## src/rtl/dram_bank_seq_pkg.sv

```systemverilog
package dram_bank_seq_pkg;

    typedef enum logic [2:0] {
        CMD_NOP = 3'd0,
        CMD_ACT = 3'd1,
        CMD_RD  = 3'd2,
        CMD_WR  = 3'd3,
        CMD_PRE = 3'd4
    } bank_cmd_e;

    typedef enum logic [1:0] {
        ST_IDLE     = 2'd0,
        ST_PRE_WAIT = 2'd1,
        ST_ACT_WAIT = 2'd2,
        ST_COL_WAIT = 2'd3
    } seq_state_e;

endpackage

```

## src/rtl/dram_bank_seq_timer.sv

```systemverilog
module dram_bank_seq_timer #(
    parameter int CNT_W = 4
) (
    input  logic             clk,
    input  logic             rst_n,
    input  logic             load_i,
    input  logic [CNT_W-1:0] load_val_i,
    output logic             expire_o
);
    logic [CNT_W-1:0] cnt_d, cnt_q;

    always_comb begin
        cnt_d = cnt_q;
        if (load_i) begin
            cnt_d = load_val_i;
        end else if (cnt_q != '0) begin
            cnt_d = cnt_q - 1'b1;
        end
    end

    always_ff @(posedge clk) begin
        if (!rst_n) begin
            cnt_q <= '0;
        end else begin
            cnt_q <= cnt_d;
        end
    end

    assign expire_o = (cnt_q == CNT_W'(1));

endmodule

```

## src/rtl/dram_bank_seq_array.sv

```systemverilog
module dram_bank_seq_array
    import dram_bank_seq_pkg::*;
#(
    parameter int NUM_ROWS = 8,
    parameter int COLS     = 4,
    parameter int DATA_W   = 8,
    parameter int AW       = 3
) (
    input  logic              clk,
    input  logic              rst_n,
    input  bank_cmd_e         cmd_i,
    input  logic [AW-1:0]     addr_i,
    input  logic [DATA_W-1:0] wdata_i,
    output logic [DATA_W-1:0] rdata_o
);
    localparam int ROW_BITS = COLS * DATA_W;

    logic [ROW_BITS-1:0] mem_d   [NUM_ROWS];
    logic [ROW_BITS-1:0] mem_q   [NUM_ROWS];
    logic [ROW_BITS-1:0] sense_d, sense_q;
    logic [AW-1:0]       act_row_d, act_row_q;
    logic                act_vld_d, act_vld_q;
    logic [DATA_W-1:0]   rdata_d, rdata_q;
    logic [ROW_BITS-1:0] slice_mask;
    int                  shift;

    always_comb begin
        shift      = int'(addr_i) * DATA_W;
        slice_mask = ROW_BITS'({DATA_W{1'b1}}) << shift;
        mem_d      = mem_q;
        sense_d    = sense_q;
        act_row_d  = act_row_q;
        act_vld_d  = act_vld_q;
        rdata_d    = rdata_q;
        case (cmd_i)
            CMD_ACT: begin
                sense_d   = mem_q[addr_i];
                act_row_d = addr_i;
                act_vld_d = 1'b1;
            end
            CMD_RD: begin
                rdata_d = DATA_W'(sense_q >> shift);
            end
            CMD_WR: begin
                sense_d = (sense_q & ~slice_mask) | (ROW_BITS'(wdata_i) << shift);
            end
            CMD_PRE: begin
                mem_d[act_row_q] = sense_q;
                act_vld_d        = 1'b0;
            end
            default: ;
        endcase
    end

    always_ff @(posedge clk) begin
        if (!rst_n) begin
            for (int r = 0; r < NUM_ROWS; r++) begin
                mem_q[r] <= '0;
            end
            sense_q   <= '0;
            act_row_q <= '0;
            act_vld_q <= 1'b0;
            rdata_q   <= '0;
        end else begin
            mem_q     <= mem_d;
            sense_q   <= sense_d;
            act_row_q <= act_row_d;
            act_vld_q <= act_vld_d;
            rdata_q   <= rdata_d;
        end
    end

    assign rdata_o = rdata_q;


    col_needs_open_row_chk: assert property (@(posedge clk) disable iff (!rst_n)
        (cmd_i == CMD_RD || cmd_i == CMD_WR) |-> act_vld_q);


    open_needs_closed_bank_chk: assert property (@(posedge clk) disable iff (!rst_n)
        (cmd_i == CMD_ACT) |-> !act_vld_q);

endmodule

```

## src/rtl/dram_bank_seq.sv

```systemverilog
module dram_bank_seq
    import dram_bank_seq_pkg::*;
#(
    parameter int NUM_ROWS = 8,
    parameter int COLS     = 4,
    parameter int DATA_W   = 8,
    parameter int T_RP     = 2,
    parameter int T_RCD    = 3,
    parameter int T_CL     = 2,
    localparam int ROW_W   = $clog2(NUM_ROWS),
    localparam int COL_W   = $clog2(COLS),
    localparam int AW      = (ROW_W > COL_W) ? ROW_W : COL_W
) (
    input  logic                   clk,
    input  logic                   rst_n,
    input  logic                   req_valid,
    output logic                   req_ready,
    input  logic                   req_write,
    input  logic [ROW_W+COL_W-1:0] req_addr,
    input  logic [DATA_W-1:0]      req_wdata,
    output logic                   rsp_valid,
    output logic [DATA_W-1:0]      rsp_rdata,
    output logic [2:0]             bank_cmd,
    output logic [AW-1:0]          bank_addr
);
    localparam int T_MAX = (T_RP > T_RCD) ? ((T_RP > T_CL) ? T_RP : T_CL)
                                          : ((T_RCD > T_CL) ? T_RCD : T_CL);
    localparam int CNT_W = $clog2(T_MAX + 1);

    typedef struct packed {
        seq_state_e         st;
        bank_cmd_e          cmd;
        logic [AW-1:0]      addr;
        logic               open_vld;
        logic [ROW_W-1:0]   open_row;
        logic               wr;
        logic [ROW_W-1:0]   row;
        logic [COL_W-1:0]   col;
        logic [DATA_W-1:0]  wdata;
        logic               rsp_vld;
    } seq_t;

    seq_t             s_d, s_q;
    logic             tmr_load;
    logic [CNT_W-1:0] tmr_val;
    logic             tmr_expire;
    logic [ROW_W-1:0] in_row;
    logic [COL_W-1:0] in_col;

    assign in_row = req_addr[ROW_W+COL_W-1:COL_W];
    assign in_col = req_addr[COL_W-1:0];

    always_comb begin
        s_d         = s_q;
        s_d.cmd     = CMD_NOP;
        s_d.addr    = '0;
        s_d.rsp_vld = 1'b0;
        tmr_load    = 1'b0;
        tmr_val     = '0;
        case (s_q.st)
            ST_IDLE: begin
                if (req_valid) begin
                    s_d.wr    = req_write;
                    s_d.row   = in_row;
                    s_d.col   = in_col;
                    s_d.wdata = req_wdata;
                    tmr_load  = 1'b1;
                    if (s_q.open_vld && (s_q.open_row == in_row)) begin
                        s_d.cmd  = req_write ? CMD_WR : CMD_RD;
                        s_d.addr = AW'(in_col);
                        s_d.st   = ST_COL_WAIT;
                        tmr_val  = CNT_W'(T_CL);
                    end else if (s_q.open_vld) begin
                        s_d.cmd      = CMD_PRE;
                        s_d.open_vld = 1'b0;
                        s_d.st       = ST_PRE_WAIT;
                        tmr_val      = CNT_W'(T_RP);
                    end else begin
                        s_d.cmd      = CMD_ACT;
                        s_d.addr     = AW'(in_row);
                        s_d.open_vld = 1'b1;
                        s_d.open_row = in_row;
                        s_d.st       = ST_ACT_WAIT;
                        tmr_val      = CNT_W'(T_RCD);
                    end
                end
            end
            ST_PRE_WAIT: begin
                if (tmr_expire) begin
                    s_d.cmd      = CMD_ACT;
                    s_d.addr     = AW'(s_q.row);
                    s_d.open_vld = 1'b1;
                    s_d.open_row = s_q.row;
                    s_d.st       = ST_ACT_WAIT;
                    tmr_load     = 1'b1;
                    tmr_val      = CNT_W'(T_RCD);
                end
            end
            ST_ACT_WAIT: begin
                if (tmr_expire) begin
                    s_d.cmd  = s_q.wr ? CMD_WR : CMD_RD;
                    s_d.addr = AW'(s_q.col);
                    s_d.st   = ST_COL_WAIT;
                    tmr_load = 1'b1;
                    tmr_val  = CNT_W'(T_CL);
                end
            end
            ST_COL_WAIT: begin
                if (tmr_expire) begin
                    s_d.st      = ST_IDLE;
                    s_d.rsp_vld = !s_q.wr;
                end
            end
            default: s_d.st = ST_IDLE;
        endcase
    end

    always_ff @(posedge clk) begin
        if (!rst_n) begin
            s_q <= '{st: ST_IDLE, cmd: CMD_NOP, default: '0};
        end else begin
            s_q <= s_d;
        end
    end

    dram_bank_seq_timer #(.CNT_W(CNT_W)) timer_i (
        .clk        (clk),
        .rst_n      (rst_n),
        .load_i     (tmr_load),
        .load_val_i (tmr_val),
        .expire_o   (tmr_expire)
    );

    dram_bank_seq_array #(
        .NUM_ROWS (NUM_ROWS),
        .COLS     (COLS),
        .DATA_W   (DATA_W),
        .AW       (AW)
    ) array_i (
        .clk     (clk),
        .rst_n   (rst_n),
        .cmd_i   (s_q.cmd),
        .addr_i  (s_q.addr),
        .wdata_i (s_q.wdata),
        .rdata_o (rsp_rdata)
    );

    assign req_ready = (s_q.st == ST_IDLE);
    assign rsp_valid = s_q.rsp_vld;
    assign bank_cmd  = s_q.cmd;
    assign bank_addr = s_q.addr;


    rsp_single_pulse_chk: assert property (@(posedge clk) disable iff (!rst_n)
        rsp_valid |=> !rsp_valid);


    ready_with_rsp_chk: assert property (@(posedge clk) disable iff (!rst_n)
        rsp_valid |-> req_ready);


    accept_issues_cmd_chk: assert property (@(posedge clk) disable iff (!rst_n)
        (req_valid && req_ready) |=> (bank_cmd != 3'(CMD_NOP)));


    open_then_no_row_cmd_chk: assert property (@(posedge clk) disable iff (!rst_n)
        (bank_cmd == 3'(CMD_ACT)) |=> (bank_cmd != 3'(CMD_ACT) && bank_cmd != 3'(CMD_PRE)));

endmodule

```

## config.mk

```make
export PLATFORM = sky130hd
export DESIGN_NAME = dram_bank_seq
export DESIGN_NICKNAME = d
export VERILOG_FILES = /design/src/rtl/dram_bank_seq_pkg.sv /design/src/rtl/dram_bank_seq_timer.sv /design/src/rtl/dram_bank_seq_array.sv /design/src/rtl/dram_bank_seq.sv
export SDC_FILE = /design/constraint.sdc
export NUM_CORES = 1
export LEC_CHECK = 0
export BUFFER_PORTS_ARGS = -buffer_cell sky130_fd_sc_hd__buf_2
export CAP_MARGIN = 10
export CORE_ASPECT_RATIO = 0.7
export CORE_MARGIN = 1.5
export CORE_UTILIZATION = 45
export DETAILED_ROUTE_END_ITERATION = 16
export PLACE_DENSITY = 0.65
export SLEW_MARGIN = 20
export SYNTH_ARGS = -nofsm -noshare
export SYNTH_HDL_FRONTEND = slang
export SYNTH_SLANG_ARGS = --single-unit
```

## constraint.sdc

```tcl
create_clock -name clk -period 2.85 [get_ports clk]
set_input_delay 0 -clock clk [delete_from_list [all_inputs] [get_ports clk]]
set_output_delay 0 -clock clk [all_outputs]
set_load 0.03 [all_outputs]
```

* Word-level counts from Yosys, hierarchy flattened
Cells that the tools add are included.
** Word-level totals
- Word-level logic and storage cells :: 96
- Input bits :: 17
- Register bits :: 328
- Output and inout port bits :: 16
** Cells by class
- Equality and inequality tests :: 15
- Bitwise logic cells :: 5
- Shifts and indexed selects :: 3
- Multiplexer cells :: 33
- Reductions and logical operators :: 14
- Magnitude comparators :: 3
- $add $sub $neg :: 1
** Operators by type and width (number)
- bitwise mux 256 bit :: 1
- binary-select mux 32 bit (select 3 bit) :: 1
- demux 32 bit (select 3 bit) :: 1
- 2-to-1 mux 32 bit :: 3
- case mux 32 bit (2 select lines) :: 1
- bitwise AND 32 bit :: 1
- NOT 32 bit :: 1
- OR 32 bit :: 1
- left shift 8 x 6 -> 32 bit :: 1
- left shift 8 x 6 -> 32 bit (first input constant) :: 1
- right shift 32 x 6 -> 8 bit :: 1
- 2-to-1 mux 26 bit :: 1
- case mux 6 bit (3 select lines) :: 1
- 2-to-1 mux 8 bit :: 2
- 2-to-1 mux 12 bit :: 1
- 2-to-1 mux 2 bit :: 6
- >= comparator 4 bit (second input constant) :: 2
- NOT 3 -> 4 bit :: 2
- case mux 2 bit (4 select lines) :: 1
- case mux 4 bit (2 select lines) :: 1
- AND reduction 4 bit :: 2
- nonzero test 2 bit :: 4
- 2-to-1 mux 1 bit :: 7
- == test 3 x 2 -> 1 bit (second input constant) :: 2
- other kinds (21) :: 29

* Longest topological paths before layout
- Depth in word-level cells :: 6
- Mapped depth :: 8
- Gate-level depth less buffers :: 6

* Hierarchy
A second synthesis with hierarchy kept.
** Unflattened totals
- Cells, all modules :: 1706
- Area total of the unflattened synthesis :: 14096.0 um2
** Modules (own cells, without submodules)
- dram_bank_seq_array :: times used 1, cells an instance 1529, area each 12642.1 um2
- dram_bank_seq :: times used 1, cells an instance 163, area each 1325.0 um2
- dram_bank_seq_timer :: times used 1, cells an instance 14, area each 128.9 um2

* Worst setup path after synthesis
OpenSTA, ideal clock, no wires.
- Path type :: reg-to-reg
- Start :: reg s_q[25] (netlist bit)
- End :: reg s_q[26] (netlist bit)
- Setup slack :: 0.996 ns
- Path buffers :: 1
- Arrival time :: 1.718 ns
- Required time :: 2.714 ns
- Period minus slack after synthesis :: 1.854 ns
- Stages on the path, launching flop included :: 8
- Path through :: dfxtp_1 > inv_1 > ha_1 > clkbuf_1 > nor2b_1 > o21bai_1 > a2111oi_0 > a211oi_1
** Between the ends
- Word-level cells in the longest chain between the ends :: 3
** RTL lines
- from (decl) :: RTL line dram_bank_seq.sv:43 : seq_t s_d, s_q;
- from (signal assigned) :: RTL line dram_bank_seq.sv:120 : s_q <= '{st: ST_IDLE, cmd: CMD_NOP, default: '0};
- from (signal assigned) :: RTL line dram_bank_seq.sv:122 : s_q <= s_d;
- logical NOT 2 bit (*)
- named net req_ready :: RTL line dram_bank_seq.sv:17 : output logic req_ready,
- != test 2 bit (no source line)
- AND reduction 4 bit (no source line)
The timed path passes the listed nets; every way through them passes the cells marked *.
A chain may end at the register's enable or synchronous reset.

* Worst setup path in the final report
- Start :: reg s_q[26] (netlist bit)
- End :: reg s_q (netlist bit bank_addr[1])
** Between the ends
- Word-level cells in the longest chain between the ends :: 2
** RTL lines
- == test 2 bit (tied with other cells) :: RTL line dram_bank_seq.sv:60 : case (s_q.st)
- case mux 6 bit (3 select lines) (*) :: RTL line dram_bank_seq.sv:60
Mark *: on every way between the ends. The rest lies on a longest branch, timed or not.

==> metrics.txt <==
status completed; std cell rows 54; Slew Limit Fails 0; Seq/Total Area, Yosys 45.7%; Syn Nets 1776; Setup Crit Path Kind register to register; Clock Root Buffer clkbuf_16; Resize count post-CTS 0; Yosys reg bits 328; Synth cell types 60; global route overflow 0; drt pass-1 iters 5; Final nets 1746; fillers 2941; initial drt markers 1509; commonest non-fill, non-tap cell in the layout nand2_1; GPL Wtd Cong 0.873; vias in the first global route 11900; area of the mapped netlist 0.0144 sq mm; CTS tree yes; Primary FF master, synth dfxtp_1; final core utilization 51.0%; share of flip-flops with an asynchronous set or reset 0%; final hold violations 0; clock buffer depth 3; DR vias 12700; GRT Total Usage 28.0%; antenna violations before repair 1; Max H-tree Level 2; Clock Skew 26.5 ps; DRC Markers 0; Inserted Clock Buffers 34; n_diodes 0; Final WS setup 362 ps; largest net degree at the start of global routing 111; crit start category register; I/O pin cnt 33; drt total wl 46400 um; Mean Syn Cell Area 8.20 sq um; DP Area 0.0147 sq mm; crit end category register; Final Cycle Share 87.3%; Worst Max-Slew Pin Slew 965 ps; Area growth, synth to finish 11.1%; crit path DAT 2950 ps; total clock sinks 328; total negative slack 0 ps; minimum clock period 2490 ps; FMAX 402 MHz; Clock Pin Slew Worst Setup and Hold Paths 60 ps; Post-synth EDFFs 0; Synthesis Warnings 0; die area 0.0330 sq mm; crit path max fanout 17; Vias per Instance 5.88; Final ANT Viol Nets 0; RSZ-0062 raised after global routing no; layout cells sized above 1 11.3%; maximum vdd drop 0.000420 V; leak pwr 5.30 nW; worst slack, placed 649 ps; DP Wirelength 28700 um; Initial Util 45.9%; pwr/cell area 706 mW/mm^2; Design Area, Final 0.0160 sq mm; Max-slew headroom 34.0%; global-route wire length before repair 71800 um; final setup fails 0; die width 217 um; Skew-Pair Late Insertion Delay 540 ps; Core ar. 0.0313 sq mm; per-cell routed wire length 21.5 um; die height 152 um; hold crit path type primary input to register; Port Buffers 32; Synth Instances 1752; MaxCap Viol Count 0; most frequent cells in the layout nand2_1, dfxtp_1, a21oi_1; CP required 3310 ps
-- per-stage QoR --
step,power (W),std cells,hold slack (ps)
final,0.0113,2162,275
after global routing,0.0116,2162,303
after CTS,0.0113,2162,252
after detailed placement,0.00671,2089,250
after global placement,0.00670,2089,242
after floorplan,0.00616,1752,136
-- final timing paths --
| path | from | endpoint | slack, ps | cells past startpoint |
|---|---|---|---|---|
| min | req_wdata[5] | s_q[6]$_SDFFE_PN0P_ | 270 | 4 |
| max reg2reg | s_q[26]$_SDFFE_PN0P_ | bank_addr[1]$_SDFF_PN0_ | 360 | 6 |
| max | s_q[26]$_SDFFE_PN0P_ | bank_addr[1]$_SDFF_PN0_ | 360 | 6 |
| min reg2reg | array_i.mem_q[129]$_SDFFE_PN0P_ | array_i.mem_q[129]$_SDFFE_PN0P_ | 450 | 2 |
-- flip-flops by register name, indices dropped and copies added, names as in the netlist --
name and count:
rsp_valid 1, array_i.mem_q 256, bank_addr 3, timer_i.cnt_q 2
array_i.act_row_q 3, array_i.rdata_o 8, bank_cmd 3, s_q 20
array_i.sense_q 32
-- routing by layer --
| layer | global-route usage [%] | wire [um] |
|---|---|---|
| met4 | 8.27 | 1030 |
| met3 | 6.85 | 5070 |
| met1 | 41.2 | 20600 |
| met2 | 40.2 | 19700 |
| met5 | 0 | 0 |
-- cell families after synthesis --
group | count (synthesis) | synth area share (%)
adder cells (fa/ha/maj) | 7 | 0.610
flip-flops | 328 | 45.7
XOR/XNOR | 4 | 0.244
AO/OA/AOI/OAI | 456 | 19.4
buffers and inverters | 184 | 6.57
AND/OR/NAND/NOR | 679 | 19.2
multiplexers | 94 | 8.25
-- cell usage after synthesis, types with 16 or more instances --
cell type / number / share of area (%)
clkbuf_1: 90 / 2.4
o221ai_1: 32 / 2.0
mux4_2: 16 / 2.5
buf_4: 30 / 1.6
nand2_1: 586 / 15
mux2_2: 21 / 1.6
a21oi_1: 291 / 10
o21ai_0: 17 / 0.59
dfxtp_1: 328 / 46
nor2_1: 35 / 0.91
mux2i_1: 43 / 3.0
buf_2: 40 / 1.4
a221o_1: 17 / 1.2
-- area by class of cell --
| cell class | instances | area (sq um) | area share, % |
|---|---|---|---|
| Multi-Input combinational cell | 1240 | 6850 | 43.0 |
| Sequential cell | 328 | 6580 | 41.2 |
| Clock buffer | 48 | 1000 | 6.30 |
| Timing Repair Buffer | 109 | 831 | 5.21 |
| Tap cell | 420 | 526 | 3.29 |
| Clock inverter | 8 | 121 | 0.761 |
| Inverter | 9 | 41.3 | 0.259 |
-- critical path: stages, from the launching register on --
cell and delay, ps:
dfxtp_1 340, inv_1 120, ha_1 330, and2_1 640
nand3_1 260, o22ai_1 180, dlygate4sd3_1 560
-- report_power, final --
part | internal, W | switching [W]
Sequential | 0.00471 | 0.000254
Clock | 0.00272 | 0.00187
Combinational | 0.000584 | 0.00113
Total | 0.00801 | 0.00326
-- timing repair --
item                                   4_1_cts  5_1_grt
hold buffers                                17        0
endpoints found under the hold margin       24        0
setup buffers                                0        0
Power figures use the tool's default switching activity.
